**src/rtl/txts_pkg.sv**
```systemverilog
package txts_pkg;

  // Strobes from control to datapath
  typedef struct packed {
    logic clrFrame;
    logic cntEn;
  } ctlStrobe_t;

  // Status from datapath to control
  typedef struct packed {
    logic overThr;
    logic eofSeen;
    logic sfActive;
  } dpStatus_t;

  // Byte threshold for a select code; low half steps up by 64, high half steps down by 8 from 40
  function automatic logic [8:0] thrBytes(input logic [2:0] code);
    logic [8:0] idx;
    idx = {7'd0, code[1:0]};
    if (!code[2]) return (idx + 9'd1) << 6;
    else          return 9'd40 - (idx << 3);
  endfunction

endpackage

```
**src/rtl/txThreshDatapath.sv**
```systemverilog
module txThreshDatapath
  import txts_pkg::*;
#(
  parameter int CNT_W     = 12,
  parameter int BUS_BYTES = 8,
  localparam int WB_W     = $clog2(BUS_BYTES + 1)
) (
  input  logic            clk,
  input  logic            rstN,
  input  logic            cfgWr,
  input  logic [2:0]      cfgThr,
  input  logic            cfgSf,
  input  logic [WB_W-1:0] wrBytes,
  input  logic            wrLast,
  input  ctlStrobe_t      strb,
  output dpStatus_t       stat
);

  localparam logic [CNT_W-1:0] CNT_MAX = {CNT_W{1'b1}};

  logic [2:0]       thrCode;
  logic             sfQ;
  logic [CNT_W-1:0] byteCnt;
  logic             eofSeen;
  logic [CNT_W:0]   sumWide;
  logic [CNT_W-1:0] satCnt;
  logic [CNT_W-1:0] thrWide;

  always_comb begin
    sumWide = {1'b0, byteCnt} + (CNT_W + 1)'(wrBytes);
    satCnt  = sumWide[CNT_W] ? CNT_MAX : sumWide[CNT_W-1:0];
    thrWide = CNT_W'(thrBytes(thrCode));
  end

  always_ff @(posedge clk) begin
    if (!rstN) begin
      thrCode <= 3'd0;
      sfQ     <= 1'b0;
      byteCnt <= '0;
      eofSeen <= 1'b0;
    end else begin
      if (cfgWr) begin
        thrCode <= cfgThr;
        sfQ     <= cfgSf;
      end
      if (strb.clrFrame) begin
        byteCnt <= strb.cntEn ? CNT_W'(wrBytes) : '0;
        eofSeen <= strb.cntEn & wrLast;
      end else if (strb.cntEn) begin
        byteCnt <= satCnt;
        eofSeen <= eofSeen | wrLast;
      end
    end
  end

  always_comb begin
    stat.overThr  = byteCnt > thrWide;
    stat.eofSeen  = eofSeen;
    stat.sfActive = sfQ;
  end

  AST_CNT_SAT: assert property (@(posedge clk) disable iff (!rstN)
    (byteCnt == CNT_MAX && strb.cntEn && !strb.clrFrame) |=> byteCnt == CNT_MAX);

  AST_CNT_NO_WRAP: assert property (@(posedge clk) disable iff (!rstN)
    !strb.clrFrame |=> byteCnt >= $past(byteCnt));

  AST_FRAME_CLR: assert property (@(posedge clk) disable iff (!rstN)
    (strb.clrFrame && !strb.cntEn) |=> (byteCnt == '0 && !eofSeen));

endmodule

```
**src/rtl/txThreshControl.sv**
```systemverilog
module txThreshControl
  import txts_pkg::*;
(
  input  logic       clk,
  input  logic       rstN,
  input  logic       wrValid,
  input  logic       txDone,
  input  dpStatus_t  stat,
  output ctlStrobe_t strb,
  output logic       txStart
);

  logic started;
  logic goReady;

  always_comb begin
    strb.clrFrame = txDone;
    strb.cntEn    = wrValid;
    goReady       = stat.eofSeen | (!stat.sfActive & stat.overThr);
    txStart       = goReady & !started;
  end

  always_ff @(posedge clk) begin
    if (!rstN)         started <= 1'b0;
    else if (txDone)   started <= 1'b0;
    else if (txStart)  started <= 1'b1;
  end

  AST_SINGLE_PULSE: assert property (@(posedge clk) disable iff (!rstN)
    (txStart && !txDone) |=> !txStart);

  AST_SF_WAITS_EOF: assert property (@(posedge clk) disable iff (!rstN)
    (stat.sfActive && !stat.eofSeen) |-> !txStart);

  AST_START_HAS_CAUSE: assert property (@(posedge clk) disable iff (!rstN)
    txStart |-> (stat.eofSeen || stat.overThr));

endmodule

```
**src/rtl/txThreshStart.sv**
```systemverilog
module txThreshStart
  import txts_pkg::*;
#(
  parameter int CNT_W     = 12,
  parameter int BUS_BYTES = 8,
  localparam int WB_W     = $clog2(BUS_BYTES + 1)
) (
  input  logic            clk,
  input  logic            rstN,
  input  logic            cfgWr,
  input  logic [2:0]      cfgThr,
  input  logic            cfgSf,
  input  logic            wrValid,
  input  logic [WB_W-1:0] wrBytes,
  input  logic            wrLast,
  input  logic            txDone,
  output logic            txStart
);

  ctlStrobe_t strb;
  dpStatus_t  stat;

  txThreshDatapath #(
    .CNT_W    (CNT_W),
    .BUS_BYTES(BUS_BYTES)
  ) uDp (
    .clk    (clk),
    .rstN   (rstN),
    .cfgWr  (cfgWr),
    .cfgThr (cfgThr),
    .cfgSf  (cfgSf),
    .wrBytes(wrBytes),
    .wrLast (wrLast),
    .strb   (strb),
    .stat   (stat)
  );

  txThreshControl uCtl (
    .clk    (clk),
    .rstN   (rstN),
    .wrValid(wrValid),
    .txDone (txDone),
    .stat   (stat),
    .strb   (strb),
    .txStart(txStart)
  );

endmodule

```
**config.mk**
```make
export PLATFORM = sky130hd
export DESIGN_NAME = txThreshStart
export DESIGN_NICKNAME = d
export VERILOG_FILES = /design/src/rtl/txts_pkg.sv /design/src/rtl/txThreshDatapath.sv /design/src/rtl/txThreshControl.sv /design/src/rtl/txThreshStart.sv
export SDC_FILE = /design/constraint.sdc
export NUM_CORES = 1
export LEC_CHECK = 0
export BUFFER_PORTS_ARGS = -buffer_cell sky130_fd_sc_hd__buf_2
export CAP_MARGIN = 40
export CORE_ASPECT_RATIO = 0.8
export CORE_MARGIN = 3
export CORE_UTILIZATION = 50
export DETAILED_ROUTE_END_ITERATION = 12
export GPL_ROUTABILITY_DRIVEN = 0
export PLACE_DENSITY = 0.73
export SYNTH_ARGS = -nofsm -noshare
export SYNTH_HDL_FRONTEND = slang
export SYNTH_SLANG_ARGS = --single-unit
export TNS_END_PERCENT = 50
```
**constraint.sdc**
```tcl
create_clock -name clk -period 1.8 [get_ports clk]
set_input_delay 0.09 -clock clk [delete_from_list [all_inputs] [get_ports clk]]
set_output_delay 0.09 -clock clk [all_outputs]
set_load 0.01 [all_outputs]
```
==> results of run 1 <==
-- routing by layer --
layer	up-vias	GRT usage	wire, µm
met5	-	0	0
met4	0	0.0528	58
met3	8	0.0559	137
met2	28	0.305	1520
met1	509	0.263	1330
li1	550	-	-
-- synth_stat cells --
| master | instances | area share |
|---|---|---|
| nand3_1 | 2 | 0.0088 |
| inv_1 | 7 | 0.023 |
| o21ai_0 | 6 | 0.026 |
| a21o_1 | 3 | 0.020 |
| nand2_1 | 16 | 0.053 |
| a41o_1 | 1 | 0.0088 |
| nor3_1 | 4 | 0.018 |
| a31oi_1 | 5 | 0.028 |
| a211oi_1 | 4 | 0.026 |
| nor4_1 | 1 | 0.0055 |
| a2111oi_2 | 1 | 0.013 |
| dfxtp_1 | 18 | 0.32 |
| or2_2 | 1 | 0.0055 |
| ha_1 | 11 | 0.12 |
| and2_1 | 1 | 0.0055 |
| or4b_2 | 1 | 0.0088 |
| and3_1 | 3 | 0.017 |
| mux2i_1 | 4 | 0.035 |
| a311oi_1 | 2 | 0.015 |
| nand3b_1 | 1 | 0.0066 |
| nor2_1 | 7 | 0.023 |
| a21oi_1 | 10 | 0.044 |
| xor2_1 | 1 | 0.0077 |
| a31oi_2 | 1 | 0.011 |
| o221ai_2 | 1 | 0.013 |
| nand4_1 | 1 | 0.0055 |
| fa_1 | 1 | 0.018 |
| xnor2_1 | 1 | 0.0077 |
| clkbuf_1 | 3 | 0.0099 |
| or3_1 | 1 | 0.0055 |
| a21boi_0 | 1 | 0.0066 |
| nand2b_1 | 7 | 0.039 |
| nor2b_1 | 7 | 0.039 |
| o21bai_1 | 1 | 0.0066 |
-- repair_timing --
item / CTS / global route
resized for setup: 13 / 12
pin swaps: 11 / 3
setup endpoints to repair: 10 / 13
buffers inserted: 2 / 1
-- cells by family (layout without fill, tap and decap cells) --
| logic type | after synthesis | in the layout | synth area share |
|---|---|---|---|
| adder cells (fa/ha/maj) | 12 | 12 | 0.139 |
| XOR/XNOR | 2 | 2 | 0.0155 |
| AND/OR/NAND/NOR | 53 | 53 | 0.240 |
| AO/OA/AOI/OAI | 36 | 36 | 0.220 |
| flip-flops | 18 | 18 | 0.318 |
| multiplexers | 4 | 4 | 0.0353 |
| buffers and inverters | 10 | 37 | 0.0331 |
-- state kept, by name, indices dropped and copies added (netlist names) --
name	flops
uCtl.started	1
uDp.byteCnt	12
uDp.eofSeen	1
uDp.sfQ	1
uDp.thrCode	3
-- cell type report --
| class | instances | area [µm²] |
|---|---|---|
| Inverter | 7 | 26.3 |
| Sequential cell | 18 | 369 |
| Multi-Input combinational cell | 107 | 866 |
| Tap cell | 24 | 30.0 |
| Clock buffer | 4 | 36.3 |
| Fill cell | 151 | 527 |
| Timing Repair Buffer | 26 | 160 |
-- per-stage QoR --
stage | cells | power [µW] | util | hold slack, ps
floorplan | 135 | 543 | - | 218
global placement | 179 | 599 | 0.645 | 345
detailed placement | 179 | 607 | 0.645 | 358
CTS | 185 | 879 | 0.699 | 28.3
global route | 186 | 949 | 0.739 | 46.2
finish | 186 | 902 | 0.739 | 32.9
-- power breakdown --
part / internal [µW] / switching, µW / leakage (µW)
registers: 413 / 15.7 / 0.000149
clock network: 124 / 132 / 0.0000210
logic: 111 / 107 / 0.000476
-- how the worst max path moves through the flow --
| stage | start | endpoint | slack (ps) | cells after the start |
|---|---|---|---|---|
| 2_1_floorplan | uDp.byteCnt[0] | uDp.byteCnt[2] | 10 | 7 |
| 3_3_place_gp | uDp.byteCnt[0] | uDp.byteCnt[3] | -90 | 7 |
| 3_5_place_dp | uDp.thrCode[0] | txStart | -130 | 8 |
| 4_1_cts | uDp.thrCode[2] | txStart | -410 | 8 |
| 5_1_grt | uDp.thrCode[0] | txStart | -510 | 9 |
| 6_report | uDp.thrCode[2] | txStart | -420 | 8 |
-- worst max-delay path: cells and delay by family, from the launching register on --
kind / cells / cell delay [ps]
AND/OR/NAND/NOR: 4 / 730
AO/OA/AOI/OAI: 2 / 330
flip-flops: 1 / 370
buffers and inverters: 1 / 130
adder cells (fa/ha/maj): 1 / 250
==> flow_summary.ini, run 1 <==
[critical_path]
worst_path_largest_cell_delay_ps = 440
rr_worst_depth = 7
cp_cell_sequence = nor2b_4 > ha_4 > or4b_4 > o21ai_2 > nand3b_1 > a31oi_2 > nor2_1 > buf_2
timing.rr.end = uDp.byteCnt[0]
critPathKind = register to output port
rrSetupSlack_ps = -60
path_max_fanout = 5
arrival_ps = 2130
r2r-start = uDp.byteCnt[0]
cp-end-kind = output port
critPathLaunchType = register
cp.required_ps = 1710
cp_slowest_cell = or4b_4

[clock_network]
cts_tree = yes
clock_latency_ps = 300
clockBufferDepth = 2
clk_pin_slew_ps = 110
cts_buffers = 3
cts_sinks = 18
htreeDepth = 1
clockRootBuffer = clkbuf_4
cts-hold-fix-buffers = 0

[power_and_ir_drop]
p_leak_uw = 0.000646
irDropWorstVdd_uv = 539
power.density_cell_area_mw_per_mm2 = 606

[cells_and_area]
final_common_cell = nand2_1
layout.cells.most_common_list = nand2_1, dfxtp_1, buf_2, buf_4, a21oi_1
syn_to_final_growth_pct = 31.2
final_cell_area_mm2 = 0.00149
drive_above_1_share = 0.333
finalNetCount = 189
antenna_cells = 0

[synthesis]
synth_nets = 161
syn_avg_cell_area_um2 = 8.40
ys_ff_latch = 18
synth_cell_types = 34
ys_seq_area_frac = 0.318
syn_inst = 135
synth_warnings = 0
syn-cell-area_mm2 = 0.00113

[die]
die_w_um = 59.2
die_area_mm2 = 0.00288
boundaryPins = 15
start_util = 0.563
num_rows = 14
fp.coreArea_mm2 = 0.00201
fp.dieH_um = 48.6

[timing]
rsz0062_at_grt = true
fmax_ghz = 0.450
period_minus_slack_ps = 2220
slew_headroom = 0.689
finalSetupViolCount = 8
fin_ws_ps = -421
fin_skew_ps = 8.00
setup_tns_ps = -685
maxSlewViolCount = 0
worstMarginPinSlew_ps = 467
period_share = 1.23
final-hold-violation-count = 0

[place]
detailedPlace.worstSlack_ps = -126
io_buffer_count = 14
placed_area_mm2 = 0.00130
place.detailed.hpwl_um = 1970

[grt]
grt_pass1_wl_um = 4420
grt_max_degree = 11
gr-total-overflow = 0
first_global_vias = 1002
antenna_found_initial = 0
track_usage = 0.197

[hold_path]
hold_path_class = input pin to register
whs_path_depth = 3
min_to = uDp.eofSeen
hp-start = wrLast

[drt]
drt-total-wl_um = 3050
drt-initial-drc-count = 47
antenna_left = 0
first_pass_iters = 4
routedWlPerCell_um = 16.4
vias = 1095
drcViolationCount = 0
viasPerCell = 5.89

[run_status]
violations = setup timing
run_status = finished with violations

[job]
max_cap_viol_count = 0
Note: power is estimated with default switching activity, not from simulation.
==> inputs of run 2 (changes only) <==
CORE_UTILIZATION = 53   (was 50)
CTS_BUF_LIST = sky130_fd_sc_hd__clkbuf_8   (was default)
PLACE_DENSITY = default   (was 0.73)
PLACE_DENSITY_LB_ADDON = 0.05   (was default)
==> run 2 against run 1 <==
Effect of this change: the flow still finishes with violations (setup timing); cell count shrank 1.1%; global-route usage grew 0.99 points; flip-flop and latch count is the same; total power grew 6.5%; critical endpoint unchanged.
==> flow_summary.ini, run 2 (synthesis results as in run 1) <==
[place]
detailedPlace.worstSlack_ps = -168
io_buffer_count = 14
placedCellCount = 179
place.detailed.hpwl_um = 1880

[critical_path]
rrSetupSlack_ps = -110
path_max_fanout = 4
cp-end-kind = output port
arrival_ps = 2150
critPathKind = register to output port
critPathLaunchType = register
cp.required_ps = 1710

[drt]
viasPerCell = 5.80
first_pass_iters = 4
routedWlPerCell_um = 14.5
drt-initial-drc-count = 28
drt-total-wl_um = 2660
vias = 1068
antenna_left = 0
drcViolationCount = 0

[die]
fp.dieH_um = 47.4
fp.coreArea_mm2 = 0.00194
start_util = 0.583
num_rows = 14
boundaryPins = 15
die_area_mm2 = 0.00273
die_w_um = 57.7

[timing]
period_share = 1.24
finalSetupViolCount = 2
period_minus_slack_ps = 2240
fin_ws_ps = -437
slew_headroom = 0.702
timing.hold.ws_ps = 95.9
maxSlewViolCount = 0
fmax_ghz = 0.447
final-hold-violation-count = 0
worstMarginPinSlew_ps = 447
fin_skew_ps = 3.68
rsz0062_at_grt = true

[power_and_ir_drop]
finalPower_uw = 960
p_leak_uw = 0.000643
power.density_cell_area_mw_per_mm2 = 655
irDropWorstVdd_uv = 743

[clock_network]
clockRootBuffer = clkbuf_8
cts_sinks = 18
clk_pin_slew_ps = 70
clockBufferDepth = 2
htreeDepth = 1
cts_tree = yes
clock_latency_ps = 250
cts_buffers = 3

[grt]
first_global_vias = 943
track_usage = 0.207
grt_pass1_wl_um = 4210
grt_max_degree = 11
antenna_found_initial = 0
gr-total-overflow = 0

[hold_path]
hold_path_class = input pin to register

[cells_and_area]
finalNetCount = 187
biggestRegsByFlops = uDp.byteCnt (12), uDp.thrCode (3)
antenna_cells = 0
top_register = uDp.byteCnt
layout.cells.most_common_list = nand2_1, dfxtp_1, buf_2, a21oi_1, buf_4
final_common_cell = nand2_1
syn_to_final_growth_pct = 29.2
stdcell_count = 184
drive_above_1_share = 0.300
largest_reg_flops = 12

[run_status]
violations = setup timing
run_status = finished with violations

[job]
max_cap_viol_count = 0
-- run 2: cell count changes in the layout (fill, tap and decap cells not counted), sizes merged --
cell and delta:
buf -2
-- run 2: where the power goes --
group | switching [µW] | internal (µW) | leakage (µW)
sequential | 15.3 | 413 | 0.000149
clock | 135 | 194 | 0.0000288
combinational | 99.3 | 104 | 0.000466
-- run 2: layer usage --
layer,vias to the layer above,GRT usage,part of all wire
met1,498,0.257,0.47
met5,-,0,0
met2,24,0.349,0.46
met3,7,0.0687,0.051
met4,0,0.0602,0.021
li1,539,-,-
-- run 2: worst max-delay path: stages, from the launching register on --
cell and delay (ps):
dfxtp_4 360, nor2b_4 130, ha_4 250, or4b_4 460
o21ai_2 140, nand3b_1 120, a31oi_2 220, nor2_1 70
buf_2 140
-- run 2: cell type report --
cell class / count / area (µm²)
multi-input combinational: 107 / 840
fill: 144 / 479
sequential: 18 / 369
timing repair buffer: 24 / 145
clock buffer: 4 / 55.1
tap: 24 / 30.0
inverter: 7 / 26.3
-- run 2: timing repair --
| item | CTS | global route |
|---|---|---|
| setup buffers | 0 | 1 |
| hold endpoints to repair | 0 | 0 |
| resized for setup | 5 | 16 |
| pin swaps | 3 | 11 |
| setup endpoints to repair | 10 | 12 |
| hold buffers | 0 | 0 |
-- run 2: metrics by stage --
stage	TNS (ps)	cell area (µm²)	utilization
floorplan	0	1140	-
global placement	-396	1300	0.669
detailed placement	-619	1300	0.669
CTS	-350	1380	0.712
global route	-821	1470	0.754
finish	-543	1470	0.754
-- run 2: worst paths after layout --
kind	to	from	cells after the start
hold reg to reg	uDp.byteCnt[2]	uDp.byteCnt[2]	2
hold / removal	uDp.eofSeen	wrLast	3
setup reg to reg	uCtl.started	uDp.thrCode[2]	7
setup / recovery	txStart	uDp.thrCode[2]	8
==> inputs of run 3 (changes only) <==
clock period = 1.85 ns   (was 1.8 ns; I/O delays follow)
==> run 3 against run 2 <==
Effect of this change: the flow still finishes with violations (setup timing); sequential power fell by 3%; combinational power up 7%; setup slack gained 92 ps; register-to-register slack improved by 90 ps; critical path depth is the same; largest cell class unchanged; non-clock buffer count up 1; utilization up 1.2 points; routed wire length is 14% higher.
==> flow_summary.ini, run 3 (synthesis results as in run 1) <==
[die]
boundaryPins = 15
num_rows = 14
start_util = 0.583
fp.coreArea_mm2 = 0.00194
die_w_um = 57.7
die_area_mm2 = 0.00273
fp.dieH_um = 47.4

[timing]
setup_tns_ps = -393
fin_ws_ps = -345
period_minus_slack_ps = 2200
rsz0062_at_grt = true
fin_skew_ps = 5.48
fmax_ghz = 0.455
worstMarginPinSlew_ps = 474
timing.hold.ws_ps = 93.0
maxSlewViolCount = 0
finalSetupViolCount = 4
final-hold-violation-count = 0
period_share = 1.19
slew_headroom = 0.684

[run_status]
violations = setup timing
run_status = finished with violations

[clock_network]
cts_sinks = 18
cts_tree = yes
cts_buffers = 3
clockRootBuffer = clkbuf_8
clk_pin_slew_ps = 70
htreeDepth = 1
clock_latency_ps = 250
clockBufferDepth = 2

[drt]
drt-initial-drc-count = 64
drcViolationCount = 0
drt-total-wl_um = 3040
viasPerCell = 6.10
vias = 1122
first_pass_iters = 6
routedWlPerCell_um = 16.5
antenna_left = 0

[grt]
track_usage = 0.226
antenna_found_initial = 0
use_met1 = 0.274
gr-total-overflow = 0
grtUsageMet2 = 0.376
busiest_layer = met2
grtUsageMet3 = 0.0604
first_global_vias = 990
grt_pass1_wl_um = 4550
grt_max_degree = 11

[place]
place.detailed.hpwl_um = 2040
placed_area_mm2 = 0.00130
io_buffer_count = 14

[cells_and_area]
final_util = 0.765
syn_to_final_growth_pct = 31.2
final_cell_area_mm2 = 0.00149
multi_input_area_um2 = 866
final_common_cell = nand2_1
top_register = uDp.byteCnt
layout.cells.most_common_list = nand2_1, buf_2, dfxtp_1, buf_4
antenna_cells = 0
finalNetCount = 188
fill_cells = 139
largest_reg_flops = 12
biggestRegsByFlops = uDp.byteCnt (12), uDp.thrCode (3)
register_area_um2 = 368
drive_above_1_share = 0.344

[critical_path]
critPathKind = register to output port
path_max_fanout = 3
path_buf_inv = 1
arrival_ps = 2100
cp-end-kind = output port
crit_family = simple AND/OR/NAND/NOR gates
worst_path_largest_cell_delay_ps = 470
critPathLaunchType = register
cp_slowest_cell = or4b_4
cp.required_ps = 1760
cp_cell_sequence = nor2b_1 > ha_1 > or4b_4 > o21ai_2 > nand3b_1 > a31oi_2 > nor2_1 > buf_2

[power_and_ir_drop]
power.density_cell_area_mw_per_mm2 = 613
irDropWorstVdd_uv = 458
p_leak_uw = 0.000643

[job]
max_cap_viol_count = 0

[hold_path]
hold_path_class = input pin to register
-- run 3: cell types whose count changed in the layout (fill, tap and decap cells not counted), sizes merged --
cell / delta
clkbuf: -1
buf: +1
-- run 3: metal layers --
layer | routed length [µm] | vias to the layer above
met2 | 1450 | 51
met4 | 53 | 0
met1 | 1330 | 526
met5 | 0 | -
li1 | - | 539
met3 | 212 | 6
-- run 3: area by class of cell --
| class | instances | area share |
|---|---|---|
| inverter | 7 | 0.0177 |
| sequential | 18 | 0.247 |
| tap | 24 | 0.0202 |
| multi-input combinational | 107 | 0.582 |
| timing repair buffer | 25 | 0.105 |
| clock buffer | 3 | 0.0278 |
-- run 3: metrics by stage --
stage / total power (µW) / std cells / setup slack (ps)
4_1_cts: 885 / 183 / -317
5_1_grt: 948 / 184 / -411
3_3_place_gp: 582 / 180 / -104
6_report: 912 / 184 / -345
3_5_place_dp: 592 / 180 / -215
2_1_floorplan: 525 / 135 / 5.10
-- run 3: final timing paths --
path / from / end / slack [ps] / cells after the start
max: uDp.thrCode[2] / txStart / -350 / 8
min: cfgSf / uDp.sfQ / 90 / 3
max reg2reg: uDp.thrCode[2] / uCtl.started / -20 / 7
min reg2reg: uCtl.started / uCtl.started / 460 / 2
-- run 3: where the power goes --
part           switching (µW)  internal, µW
clock                     134           145
combinational             108           109
sequential               14.5           403
total                     256           656
-- run 3: tightest hold or removal path, stage by stage --
cell and delay, ps:
buf_2 70, mux2i_1 50, nor2b_1 90
-- run 3: repair_timing --
action | CTS | global route
endpoints found under the setup margin | 9 | 12
buffers inserted | 0 | 1
cloned | 0 | 0
hold buffers | 0 | 0
pin swaps | 7 | 17
gates resized for setup | 16 | 18
